<file path="src/rtl/bus_psc_pkg.sv">
package bus_psc_pkg;
  localparam int AHB_CODE_W = 4;
  localparam int APB_CODE_W = 3;
  localparam int SHIFT_W    = 4;
  localparam int MAX_SHIFT  = 9;
  localparam int CNT_W      = MAX_SHIFT;

  // High-speed decode: upper half of code space divides; the top quarter skips ratio 32.
  function automatic logic [SHIFT_W-1:0] ahb_shift_of(input logic [AHB_CODE_W-1:0] c);
    logic [SHIFT_W-1:0] s;
    if (!c[3])      s = '0;
    else if (!c[2]) s = SHIFT_W'(c[1:0]) + SHIFT_W'(1);
    else            s = SHIFT_W'(c[1:0]) + SHIFT_W'(6);
    return s;
  endfunction

  // Peripheral decode: upper half of code space divides by 2..16.
  function automatic logic [SHIFT_W-1:0] apb_shift_of(input logic [APB_CODE_W-1:0] c);
    logic [SHIFT_W-1:0] s;
    if (!c[2]) s = '0;
    else       s = SHIFT_W'(c[1:0]) + SHIFT_W'(1);
    return s;
  endfunction

  // Terminal count of a period of length 2^s: s low bits set.
  function automatic logic [CNT_W-1:0] last_count_of(input logic [SHIFT_W-1:0] s);
    logic [CNT_W-1:0] m;
    for (int i = 0; i < CNT_W; i++) m[i] = (i < int'(s));
    return m;
  endfunction
endpackage

</file>
<file path="src/rtl/psc_decode.sv">
module psc_decode
  import bus_psc_pkg::*;
#(
  parameter bit IS_AHB = 1'b1,
  parameter int CODE_W = AHB_CODE_W
) (
  input  logic [CODE_W-1:0]  code_i,
  output logic [SHIFT_W-1:0] shift_o
);
  generate
    if (IS_AHB) begin : g_ahb
      assign shift_o = ahb_shift_of(AHB_CODE_W'(code_i));
    end else begin : g_apb
      assign shift_o = apb_shift_of(APB_CODE_W'(code_i));
    end
  endgenerate
endmodule

</file>
<file path="src/rtl/psc_divider.sv">
module psc_divider
  import bus_psc_pkg::*;
(
  input  logic               clk,
  input  logic               rst,
  input  logic [SHIFT_W-1:0] req_shift_i,
  output logic               en_o,
  output logic               start_o,
  output logic [SHIFT_W-1:0] shift_o
);
  logic [CNT_W-1:0]   cnt_q;
  logic [SHIFT_W-1:0] shift_q;
  logic [SHIFT_W-1:0] eff_shift;
  logic               at_last;

  // A period starts whenever the count is zero; only then is the request sampled.
  assign start_o   = (cnt_q == '0);
  assign eff_shift = start_o ? req_shift_i : shift_q;
  assign at_last   = (cnt_q == last_count_of(eff_shift));

  always_ff @(posedge clk) begin
    if (rst) begin
      cnt_q   <= '0;
      shift_q <= '0;
    end else begin
      cnt_q   <= at_last ? '0 : cnt_q + CNT_W'(1);
      shift_q <= eff_shift;
    end
  end

  assign en_o    = start_o && !rst;
  assign shift_o = eff_shift;
endmodule

</file>
<file path="src/rtl/psc_path.sv">
module psc_path
  import bus_psc_pkg::*;
#(
  parameter bit IS_AHB = 1'b1,
  parameter int CODE_W = AHB_CODE_W
) (
  input  logic               clk,
  input  logic               rst,
  input  logic [CODE_W-1:0]  code_i,
  output logic               en_o,
  output logic               start_o,
  output logic [SHIFT_W-1:0] req_shift_o,
  output logic [SHIFT_W-1:0] shift_o
);
  psc_decode #(.IS_AHB(IS_AHB), .CODE_W(CODE_W)) u_dec (
    .code_i  (code_i),
    .shift_o (req_shift_o)
  );

  psc_divider u_div (
    .clk         (clk),
    .rst         (rst),
    .req_shift_i (req_shift_o),
    .en_o        (en_o),
    .start_o     (start_o),
    .shift_o     (shift_o)
  );
endmodule

</file>
<file path="src/rtl/bus_clk_prescaler.sv">
module bus_clk_prescaler
  import bus_psc_pkg::*;
(
  input  logic                  clk,
  input  logic                  rst,
  input  logic [AHB_CODE_W-1:0] ahb_code,
  input  logic [APB_CODE_W-1:0] apb1_code,
  input  logic [APB_CODE_W-1:0] apb2_code,
  output logic                  ahb_en,
  output logic                  apb1_en,
  output logic                  apb2_en,
  output logic [SHIFT_W-1:0]    ahb_shift,
  output logic [SHIFT_W-1:0]    apb1_shift,
  output logic [SHIFT_W-1:0]    apb2_shift
);
  // Named internal events for the checker.
  logic               ahb_start, apb1_start, apb2_start;
  logic [SHIFT_W-1:0] ahb_req_shift, apb1_req_shift, apb2_req_shift;

  psc_path #(.IS_AHB(1'b1), .CODE_W(AHB_CODE_W)) u_ahb (
    .clk (clk), .rst (rst), .code_i (ahb_code),
    .en_o (ahb_en), .start_o (ahb_start),
    .req_shift_o (ahb_req_shift), .shift_o (ahb_shift)
  );

  psc_path #(.IS_AHB(1'b0), .CODE_W(APB_CODE_W)) u_apb1 (
    .clk (clk), .rst (rst), .code_i (apb1_code),
    .en_o (apb1_en), .start_o (apb1_start),
    .req_shift_o (apb1_req_shift), .shift_o (apb1_shift)
  );

  psc_path #(.IS_AHB(1'b0), .CODE_W(APB_CODE_W)) u_apb2 (
    .clk (clk), .rst (rst), .code_i (apb2_code),
    .en_o (apb2_en), .start_o (apb2_start),
    .req_shift_o (apb2_req_shift), .shift_o (apb2_shift)
  );
endmodule

</file>
<file path="config.mk">
export PLATFORM = sky130hd
export DESIGN_NAME = bus_clk_prescaler
export DESIGN_NICKNAME = d
export VERILOG_FILES = /design/src/rtl/bus_psc_pkg.sv /design/src/rtl/psc_decode.sv /design/src/rtl/psc_divider.sv /design/src/rtl/psc_path.sv /design/src/rtl/bus_clk_prescaler.sv
export SDC_FILE = /design/constraint.sdc
export NUM_CORES = 1
export LEC_CHECK = 0
export CORE_UTILIZATION = 40
export DETAILED_ROUTE_END_ITERATION = 6
export HOLD_SLACK_MARGIN = 0.08
export PLACE_DENSITY = 0.61
export RECOVER_POWER = 25
export SYNTH_ARGS = -nofsm -noshare
export SYNTH_HDL_FRONTEND = slang
export SYNTH_SLANG_ARGS = --single-unit
</file>
<file path="constraint.sdc">
create_clock -name clk -period 3.2 [get_ports clk]
set_clock_uncertainty 0.2 [all_clocks]
set_input_delay 0.64 -clock clk [delete_from_list [all_inputs] [get_ports clk]]
set_output_delay 0.64 -clock clk [all_outputs]
set_load 0.03 [all_outputs]
</file>
==> Word level (Yosys, flattened, before mapping) <==
Index checks and enable logic that the tools add are counted.
{ "totals": {"latchBits": 0, "romBits": 0, "in_bits": 12, "ramBits": 0, "ff_bits": 39, "out_inout_bits": 15, "elab_cells": 60, "memories": 0} }
{ "op_classes": {"eq_ne": 3, "shifts": 0, "order_cmp": 27, "bitwise": 0, "div": 0, "n_reduce_logical": 10, "n_mul": 0, "n_mux": 7, "addsub": 7} }
{ "op_table": {"columns": ["cell", "count"], "rows": [
  ["< comparator 3 x 4 -> 1 bit (first input constant)", 12],
  ["adder 9 x 1 -> 9 bit (second input constant)", 3],
  ["equality test 9 bit", 3],
  ["logical NOT 9 bit", 3],
  ["< comparator 1 x 4 -> 1 bit (first input constant)", 6],
  ["< comparator 2 x 4 -> 1 bit (first input constant)", 6],
  ["2-to-1 mux 4 bit", 5],
  ["< comparator 4 bit (first input constant)", 3],
  ["adder 2 x 1 -> 3 bit (second input constant)", 3],
  ["2-to-1 mux 3 bit", 2],
  ["OR reduction 2 bit", 3],
  ["adder 2 x 3 -> 4 bit (second input constant)", 1],
  ["logical AND 1 bit", 3],
  ["logical NOT 1 bit", 1]
]} }

==> Depth between registers and ports, before layout <==
Gate-level depths: netlist of the first run.
{ "logic_depth": {"ltp_word": 7, "ltp_mapped": 10, "depth_no_buf": 10} }

==> Hierarchy <==
A second synthesis of the first run with hierarchy kept.
{ "hier_totals": {"hier_cells": 409, "hier_area_um2": 3059.2} }
{ "modules_own_cells": {"columns": ["mod", "area_each_um2", "n_inst", "cells_each", "seq_area_each_um2"], "rows": [
  ["psc_divider", 967.2, 3, 130, 260.2],
  ["psc_decode (u_apb1.u_dec ...)", 50.0, 2, 6, 0.0],
  ["psc_decode (u_ahb.u_dec)", 57.6, 1, 7, 0.0]
]} }

==> Worst setup path before layout of the first run <==
Ideal clock, no wire load.
{ "synth_path": {"path_type": "input-to-reg", "start": "input ahb_code[0]", "end": "register u_ahb.u_div.cnt_q[0]", "stages": 8, "path_slack_ns": 0.314, "path_buffers": 1, "arrival_ns": 2.541, "path_cell_list": "ha_1 or4b_1 a311oi_1 nor3_1 nand4b_1 a222oi_1 buf_4 a211oi_1"} }
{ "synth_between": {"elab_chain_cells": 7, "elab_cells_between_ends": 16} }
{ "synth_lines": {"columns": ["element", "line_no", "rtl"], "rows": [
  ["start: declaration", "bus_clk_prescaler.sv:6", "input logic [AHB_CODE_W-1:0] ahb_code,"],
  ["adder 2 x 3 -> 4 bit / adder 2 x 1 -> 3 bit (equally long branches)", "bus_psc_pkg.sv:13, bus_psc_pkg.sv:12", null],
  ["2-to-1 mux 4 bit (*)", "bus_psc_pkg.sv:12", "else if (!c[2]) s = SHIFT_W'(c[1:0]) + SHIFT_W'(1);"],
  ["2-to-1 mux 4 bit (*)", "bus_psc_pkg.sv:11", "if (!c[3]) s = '0;"],
  ["2-to-1 mux 4 bit (*)", "psc_divider.sv:18", "assign eff_shift = start_o ? req_shift_i : shift_q;"],
  ["< comparator 1 x 4 -> 1 bit, or another cell as far along", "bus_psc_pkg.sv:28", "for (int i = 0; i < CNT_W; i++) m[i] = (i < int'(s));"],
  ["equality test 9 bit (*)", "psc_divider.sv:19", "assign at_last = (cnt_q == last_count_of(eff_shift));"],
  ["OR reduction 2 bit (no line) (*)", null, null],
  ["end signal: assignment", "psc_divider.sv:26", "cnt_q <= at_last ? '0 : cnt_q + CNT_W'(1);"],
  ["end: declaration", "psc_divider.sv:11", "logic [CNT_W-1:0] cnt_q;"]
]} }
Mark *: on every way between the ends. The rest lies on a longest branch, timed or not.
A chain may end at the register's enable or synchronous reset.

==> Worst setup path in the final report of the first run <==
{ "layout_path": {"start": "input ahb_code[1]", "end": "register u_ahb.u_div.cnt_q[8]"} }
Same word-level chain as after synthesis.

==> results of run 1 <==
-- where the power goes --
part           switching, W  leakage (nW)  internal [W]
logic              0.000974          1.15      0.000692
registers         0.0000708         0.317      0.000547
clock network      0.000178        0.0612      0.000252
-- repair_timing --
action                     CTS  global route
pin swaps                    4             7
cloned                       1             0
hold buffers                 0             0
setup endpoints to repair   11            15
setup buffers                0             1
resized for setup            5            11
-- worst max-delay path, cell delays in order --
cell and delay, ns:
sky130_fd_sc_hd__dlygate4sd2_1 0.25, sky130_fd_sc_hd__ha_1 0.29, sky130_fd_sc_hd__or4b_4 0.52, sky130_fd_sc_hd__a311oi_2 0.31, sky130_fd_sc_hd__nor3_1 0.07, sky130_fd_sc_hd__nand4b_1 0.19, sky130_fd_sc_hd__a222oi_1 0.46, sky130_fd_sc_hd__buf_2 0.23
sky130_fd_sc_hd__a211oi_2 0.07
-- flip-flops by register name, summed over array words and instances (netlist names) --
| signal | count |
|---|---|
| u_ahb.u_div.cnt_q | 9 |
| u_ahb.u_div.shift_q | 4 |
| u_apb1.u_div.cnt_q | 9 |
| u_apb1.u_div.shift_q | 4 |
| u_apb2.u_div.cnt_q | 9 |
| u_apb2.u_div.shift_q | 4 |
-- worst paths after layout --
path,cells past startpoint,end,from
worst max-delay path,9,u_ahb.u_div.cnt_q[8],ahb_code[1]
worst min-delay path,2,u_apb2.u_div.cnt_q[0],u_apb2.u_div.cnt_q[0]
worst min register to register,2,u_apb2.u_div.cnt_q[0],u_apb2.u_div.cnt_q[0]
worst max register to register,10,u_ahb.u_div.cnt_q[8],u_ahb.u_div.cnt_q[1]
-- synth_stat cells, types with 3 or more instances --
| library cell | n |
|---|---|
| sky130_fd_sc_hd__a211oi_1 | 9 |
| sky130_fd_sc_hd__a21oi_1 | 15 |
| sky130_fd_sc_hd__a22oi_1 | 5 |
| sky130_fd_sc_hd__a311oi_1 | 20 |
| sky130_fd_sc_hd__and2_1 | 5 |
| sky130_fd_sc_hd__and3b_1 | 3 |
| sky130_fd_sc_hd__buf_2 | 4 |
| sky130_fd_sc_hd__buf_6 | 4 |
| sky130_fd_sc_hd__clkbuf_1 | 11 |
| sky130_fd_sc_hd__dfxtp_1 | 39 |
| sky130_fd_sc_hd__ha_1 | 9 |
| sky130_fd_sc_hd__inv_1 | 23 |
| sky130_fd_sc_hd__mux2_2 | 3 |
| sky130_fd_sc_hd__nand2_1 | 25 |
| sky130_fd_sc_hd__nand3_1 | 16 |
| sky130_fd_sc_hd__nand4_1 | 9 |
| sky130_fd_sc_hd__nor2_1 | 23 |
| sky130_fd_sc_hd__nor2b_1 | 6 |
| sky130_fd_sc_hd__nor3_1 | 5 |
| sky130_fd_sc_hd__nor3b_1 | 3 |
| sky130_fd_sc_hd__nor4_1 | 3 |
| sky130_fd_sc_hd__o2111ai_1 | 5 |
| sky130_fd_sc_hd__o211ai_1 | 5 |
| sky130_fd_sc_hd__o21a_1 | 4 |
| sky130_fd_sc_hd__o21ai_0 | 8 |
| sky130_fd_sc_hd__o21ai_1 | 7 |
| sky130_fd_sc_hd__o21ai_2 | 5 |
| sky130_fd_sc_hd__or3_1 | 4 |
| sky130_fd_sc_hd__or4_4 | 3 |
| sky130_fd_sc_hd__or4b_4 | 3 |
| sky130_fd_sc_hd__xnor2_1 | 12 |
| sky130_fd_sc_hd__xor2_1 | 11 |
-- cells in the final DEF (no fill, tap or decap), types with 3 or more instances in the layout --
cell                               n
sky130_fd_sc_hd__ha_1              9
sky130_fd_sc_hd__xor2_1           11
sky130_fd_sc_hd__or3_1             4
sky130_fd_sc_hd__o21ai_2           5
sky130_fd_sc_hd__and2_1            4
sky130_fd_sc_hd__nor2b_1           6
sky130_fd_sc_hd__nor2_1           23
sky130_fd_sc_hd__nand2_1          25
sky130_fd_sc_hd__nor3b_1           3
sky130_fd_sc_hd__inv_1            23
sky130_fd_sc_hd__dlygate4sd2_1     3
sky130_fd_sc_hd__or4b_4            4
sky130_fd_sc_hd__or4_4             3
sky130_fd_sc_hd__buf_4            48
sky130_fd_sc_hd__o21ai_0           8
sky130_fd_sc_hd__nor4_1            3
sky130_fd_sc_hd__a21oi_1          15
sky130_fd_sc_hd__o21a_1            4
sky130_fd_sc_hd__mux2_2            3
sky130_fd_sc_hd__a311oi_1         19
sky130_fd_sc_hd__and3b_1           3
sky130_fd_sc_hd__a22oi_1           4
sky130_fd_sc_hd__o2111ai_1         5
sky130_fd_sc_hd__clkdlybuf4s50_1   8
sky130_fd_sc_hd__xnor2_1          12
sky130_fd_sc_hd__a211oi_1          8
sky130_fd_sc_hd__clkbuf_8          6
sky130_fd_sc_hd__o21ai_1           7
sky130_fd_sc_hd__dfxtp_1          39
sky130_fd_sc_hd__nand3_1          16
sky130_fd_sc_hd__o211ai_1          5
sky130_fd_sc_hd__nor3_1            5
sky130_fd_sc_hd__dlymetal6s2s_1    4
sky130_fd_sc_hd__nand4_1           9
-- logic make-up (layout without fill, tap and decap cells) --
| family | Yosys count | after routing |
|---|---|---|
| AOI/OAI and AO/OA | 113 | 113 |
| xor gates and xnor gates | 23 | 23 |
| adders and majority gates | 10 | 10 |
| buffers and inverters | 45 | 101 |
| DFF | 39 | 39 |
| muxes | 6 | 6 |
| and+or+nand+nor | 130 | 130 |
-- through the flow --
| step | total power (W) | utilization | TNS, ns | std cells | hold WS (ns) |
|---|---|---|---|---|---|
| 2_1_floorplan | 0.00171 | - | 0 | 366 | 0.283 |
| 4_1_cts | 0.00271 | 0.514 | 0 | 520 | 0.359 |
| 5_1_grt | 0.00290 | 0.517 | 0 | 521 | 0.385 |
| 3_3_place_gp | 0.00224 | 0.497 | -3.59 | 511 | 0.335 |
| 3_5_place_dp | 0.00225 | 0.497 | -4.43 | 511 | 0.348 |
| 6_report | 0.00271 | 0.517 | 0 | 521 | 0.353 |
-- cell type report --
class	instances	area [um^2]
flip-flops and latches	39	781
clock buffers	6	82.6
well taps	99	124
fillers	705	3580
repair buffers	68	556
inverters	25	93.8
multi-input cells	282	2160
clock inverters	2	35.0
-- routing by layer --
layer	routed length (um)	vias up	GRT usage
met5	0	-	0
met1	4040	1470	0.295
met4	63	0	0.0430
met3	295	11	0.0337
li1	-	1517	-
met2	3880	67	0.329
==> flow_results.org, run 1 <==
** Setup path
- Crit end category :: flip-flop
- The critical path is of the in2reg type.
- Across all register-to-register paths, the minimum setup slack is approximately 0.24 ns.
- The worst setup path is launched from a primary input.
- Data arrives at the worst endpoint at a little over 3 ns.
- Highest fanout seen on the critical path :: 4
- Required @ worst endpoint :: ~3.2 ns

** Synthesis
- Post-synth cell types :: approximately 80
- Summed over all instances, the cell type with the most area after synthesis is sky130_fd_sc_hd__dfxtp_1.
- Netlist area before placement :: about 3100 um^2
- The most used flip-flop cell after synthesis is sky130_fd_sc_hd__dfxtp_1.
- Total of flip-flops plus latches after synthesis :: 39
- Syn avg cell area :: 8.55 um^2
- Of the total synthesized cell area, the portion taken by XOR and XNOR cells is 0.0644.
- Number of cells produced by synthesis :: 366
- Multiplexer share of the synthesized area :: 0.0208
- The share of the synthesized area in compound gates (AO/OA/AOI/OAI) is 0.296.
- Of the post-synthesis cell area, the dominant cell type holds 0.250.
- Sequential-to-total area share from yosys stat :: 0.250
- Number of synthesis warnings :: 0
- Post-synth ARST share :: 0
- Number of nets in the synthesized netlist :: 387
- Largest family of logic cells by synthesized area :: compound AO/OA/AOI/OAI gates
- Of the total synthesized cell area, the portion taken by AND, OR, NAND and NOR gates is 0.264.
- Counting flops with a built-in enable in the synthesized netlist gives 0.
- Main area contributors after synthesis :: sky130_fd_sc_hd__dfxtp_1 (25%), sky130_fd_sc_hd__a311oi_1 (5.6%), sky130_fd_sc_hd__ha_1 (3.6%)
- Fraction of the mapped netlist area in adder cells :: 0.0392

** Clocking
- The tree is rooted in a sky130_fd_sc_hd__clkbuf_8.
- Number of buffers inserted during clock tree synthesis :: 5
- Buffers from clock root to sink, at most :: 2
- CTS built an H-tree with a depth of 2.
- TritonCTS built the clock tree.
- Clock-pin slew was measured on the worst setup and hold paths at roughly 0.080 ns.
- Clock sink total :: 39
- The later pin in the worst-skew pair is clocked with a latency of 0.29 ns.

** Power
- IR analysis of the VDD net gives a maximum drop of 0.527 mV.
- Power spread over the standard cell area amounts to 708 nW/um^2.
- Static power due to leakage :: 1.53 nW

** Placement
- At the end of routability-driven placement, the weighted congestion stood at 0.931.
- During placement, the flow inserted port buffers numbering 26.
- HPWL after detailed placement :: 6120 um
- Setup slack at placement :: -0.328 ns
- Total cell area at the placement stage :: approximately 3700 um^2

** Global route
- Global routing finished with a remaining overflow of 0.
- The first global-routing pass estimated 14200 um of wire.
- Overall track demand over capacity in global routing :: 0.207
- Initial antenna violation count :: 0
- Entering global routing, the biggest net connects 36 pins.
- Number of global-route vias before repair :: 2877

** Drt
- In the final routed layout, each cell accounts on average for between 15 and 20 um.
- Initial detailed-routing violation count :: approximately 170
- The first TritonRoute pass finished after 5 iterations.
- After detailed routing, the total wire length is around 8300 um.
- Once detail routing completed, the nets flagged for antenna violations numbered 0.
- Routed via count :: 3065
- Final routed DRC violation total :: 0
- Via density :: 5.88

** Floorplan
- Area enclosed by the die boundary :: 8180 um^2
- For this configuration, the core starts out at a cell density of 0.422.
- The floorplan has 31 rows.
- In this run the vertical extent of the chip is 90.4 um.
- Measured along the x axis, the die boundary spans 90.4 um.
- Core Region :: 7410 um^2
- During I/O placement, the number of pins put on the boundary was 27.

** Timing
- Setup slack on the critical path of the routed design comes to roughly 0.12 ns.
- Final setup fails :: 0
- The final count of hold timing violations is 0.
- Actual transition at the worst max-transition pin :: 0.799 ns
- Setup repair after global routing left no endpoint under its margin.
- Worst max-slew margin expressed relative to the limit :: 0.468
- Max Freq :: 0.324 GHz
- Share of the cycle needed by the critical path after routing :: 0.963
- The max-slew violation count came to 0.
- The worst path needs 3.08 ns of the cycle, external delays included.

** Final layout
- Diodes inserted :: 0
- Area Growth Syn to Fin :: 22.5%
- The finished cells cover 3830 um^2.
- Layout net count :: 442
- Of the cells placed in the final design, the portion with a size suffix greater than 1 is 0.230.

** Run
- Max-cap violations in this run came to 0.

** Run status
- Outcome :: completed

** Worst hold path
- The worst hold path belongs to the class reg2reg.
(Power assumes the default switching activity.)
==> inputs of run 2 (changes only) <==
Settings changed: CORE_UTILIZATION 40 to 55, PLACE_DENSITY 0.61 to 0.78, SLEW_MARGIN from default to 20.
==> flow_results.org, run 2 (synthesis gave the netlist of run 1 again) <==
** Run status
- The flow ran to the end, and the final reports show no timing, DRC or antenna violations.

** Placement
- Global placement routability congestion :: slightly above 0.9
- Total cell area at the placement stage :: 3610 um^2
- The wire-length estimate of the detail-placed layout is 5820 um.
- Buffers added on ports :: 26

** Timing
- Final Max Slew Viols :: 0
- Setup repair after global routing left no endpoint under its margin.
- Final worst path period need :: 3.11 ns
- Actual transition at the worst max-transition pin :: approximately 0.70 ns
- The final count of hold timing violations was 0.
- Setup violations remaining at the end of the flow were counted as 0.
- Worst max-slew margin expressed relative to the limit :: 0.530
- Timing would allow up to 0.321 GHz.
- Of the available clock period, the critical path in the final layout requires 0.973.

** Setup path
- The startpoint identified for the worst register-to-register timing path is u_ahb.u_div.cnt_q[1].
- Tracing the worst setup path back leads to its startpoint at ahb_code[0].
- Count of buffering cells on the critical path with inverters included :: 3
- The worst setup path is captured at a flip-flop.
- For the worst setup path, the data arrival time is 3.08 ns.
- The worst setup path is launched from a primary input.
- The worst register-to-register path ends at u_ahb.u_div.cnt_q[3].
- Critical path endpoint :: u_ahb.u_div.cnt_q[3]
- Highest fanout seen on the critical path :: 4
- Counting cells, the worst reg-to-reg path comes to 11.
- Category of the critical setup timing path :: in2reg
- Kind of cell adding the most delay to the critical path :: simple AND/OR/NAND/NOR gates
- Required @ worst endpoint :: ~3.2 ns
- The critical path crosses 10 cells after its start point.
- Max stage delay cell, worst path :: sky130_fd_sc_hd__or4b_1
- In this design, the stage delay of the slowest critical-path cell is 0.53 ns.
- Reg-to-reg setup timing slack :: approximately 0.17 ns
- Cells along the critical path :: dlygate4sd2_1 -> ha_4 -> or4b_1 -> a311oi_2 -> nor3_1 -> nand4b_1 -> a222oi_1 -> buf_4 -> clkdlybuf4s15_2 -> a211oi_1

** Final layout
- Multi-input logic area :: 2150 um^2
- The final layout contains 437 nets.
- Leaving out fill and tap cells, the most frequent cell in the layout is sky130_fd_sc_hd__buf_4.
- For this run, the share of the core covered by cells in the final layout is 0.675.
- Counting the fill cells in the layout gives 473.
- The largest registers in the layout are u_ahb.u_div.cnt_q x9, u_apb1.u_div.cnt_q x9, u_apb2.u_div.cnt_q x9.
- Fin area :: between 3000 and 4000 um^2
- Diodes inserted :: 0
- Top library cells by usage in the layout, fill and taps aside :: sky130_fd_sc_hd__buf_4 (42), sky130_fd_sc_hd__dfxtp_1 (38), sky130_fd_sc_hd__nand2_1 (25)
- Area Growth Syn to Fin :: 18.8%
- Share of layout cells above drive strength 1 :: 0.216
- Summing all flip-flop and latch instances after layout gives 782 um^2.

** Global route
- The initial antenna violation count was 0.
- Global-route wire length before repair :: 13600 um
- In the global route stage, overall resource usage came out at 0.279.
- Overall overflow remaining after global route :: 0
- Number of global-route vias before repair :: 2938
- Largest net degree at the start of global routing :: 39

** Drt
- Before antenna repair, the detailed router went through 4 iterations.
- After detailed routing, the met3 layer carries 432 um of wire.
- Routed length on met2 :: 3760 um
- Total routed wirelength :: 7860 um
- Antenna-violating nets left :: 0
- Routed via count :: 3079
- Initial detailed-routing violation count :: 158
- Final routed DRC violation total :: 0
- Dividing the detail-routed via count by the number of cells gives 6.30.
- In the final routed layout, each cell accounts on average for 16.1 um.
- In this run the top signal layer used is met4.
- In the final routing, the length of wire on met1 measures 3470 um.

** Run
- Max-cap violations in this run came to 0.

** Power
- After layout, the design draws a total of 0.00257 W.
- Power density normalized to cell area :: between 600 and 700 nW/um^2
- The worst-case IR drop observed on VDD is 0.348 mV.
- Static power due to leakage :: 1.46 nW

** Clocking
- Number of levels in the clock H-tree :: 2
- Root Buffer Master :: sky130_fd_sc_hd__clkbuf_8
- TritonCTS built the clock tree.
- Clock transition time at the flip-flop clock pins of the worst setup and hold paths :: 0.08 ns
- Clock tree synthesis inserted a total of 5 buffers.
- The clock passes through at most 2 buffers.
- Latest clock arrival within the worst-skew pair :: just under 0.3 ns
- Count of hold buffers inserted by post-cts repair :: 0
- CTS saw 39 sinks.

** Floorplan
- Number of placed I/O pins :: 27
- In this run the horizontal extent of the chip is 77.4 um.
- Row generation in the floorplan step produced 27 rows.
- Die Ht :: between 70 and 80 um
- The initial utilization of the core area, before any placement, comes to 0.568.
- The die covers 5990 um^2.
- Core Region :: 5510 um^2

** Worst hold path
- In this run the worst hold path is classified as reg2reg.
- In this run the most critical hold path is launched from u_apb1.u_div.cnt_q[0].
-- run 2: cell type report --
cell class              count  share of cell area
clock buffers               6              0.0195
clock inverters             2             0.00337
repair buffers             63               0.138
inverters                  25              0.0252
multi-input cells         282               0.580
flip-flops and latches     39               0.210
well taps                  72              0.0242
-- run 2: tightest hold or removal path, stage by stage, from the launching register on --
cell	delay, ns
sky130_fd_sc_hd__dfxtp_1	0.33
sky130_fd_sc_hd__buf_4	0.14
sky130_fd_sc_hd__a311oi_1	0.05
-- run 2: metal layers --
layer  GRT usage  vias up
li1            -     1504
met1       0.365     1455
met2       0.454      100
met3      0.0471       20
met4       0.111        0
met5           0        -
-- run 2: report_power, final --
part           internal, W  total [W]  switching (W)  leakage [nW]
clock network     0.000152   0.000322       0.000169        0.0412
registers         0.000549   0.000625      0.0000765         0.317
logic             0.000689    0.00162       0.000932          1.10
total              0.00139    0.00257        0.00118          1.46
-- run 2: worst min-delay path by stage --
stage                                       end  cells after the start
after floorplan           u_apb2.u_div.cnt_q[0]                      1
after global placement    u_apb2.u_div.cnt_q[0]                      2
after detailed placement  u_apb1.u_div.cnt_q[0]                      2
after CTS                 u_apb1.u_div.cnt_q[0]                      2
after global routing      u_apb2.u_div.cnt_q[0]                      2
final                     u_apb1.u_div.cnt_q[0]                      2
-- run 2: what timing repair did --
action	in CTS	in global routing
buffers inserted	1	0
pin swaps	0	2
cloned	1	0
endpoints found under the hold margin	0	0
setup endpoints to repair	15	7
resized for setup	10	6
-- run 2: through the flow --
stage,std cells,setup TNS (ns),setup slack (ns),hold slack (ns)
floorplan,366,0,0.314,0.283
global placement,479,-2.85,-0.273,0.341
detailed placement,479,-3.91,-0.337,0.346
CTS,489,0,0.0697,0.358
global route,489,0,0.00382,0.385
finish,489,0,0.0861,0.358
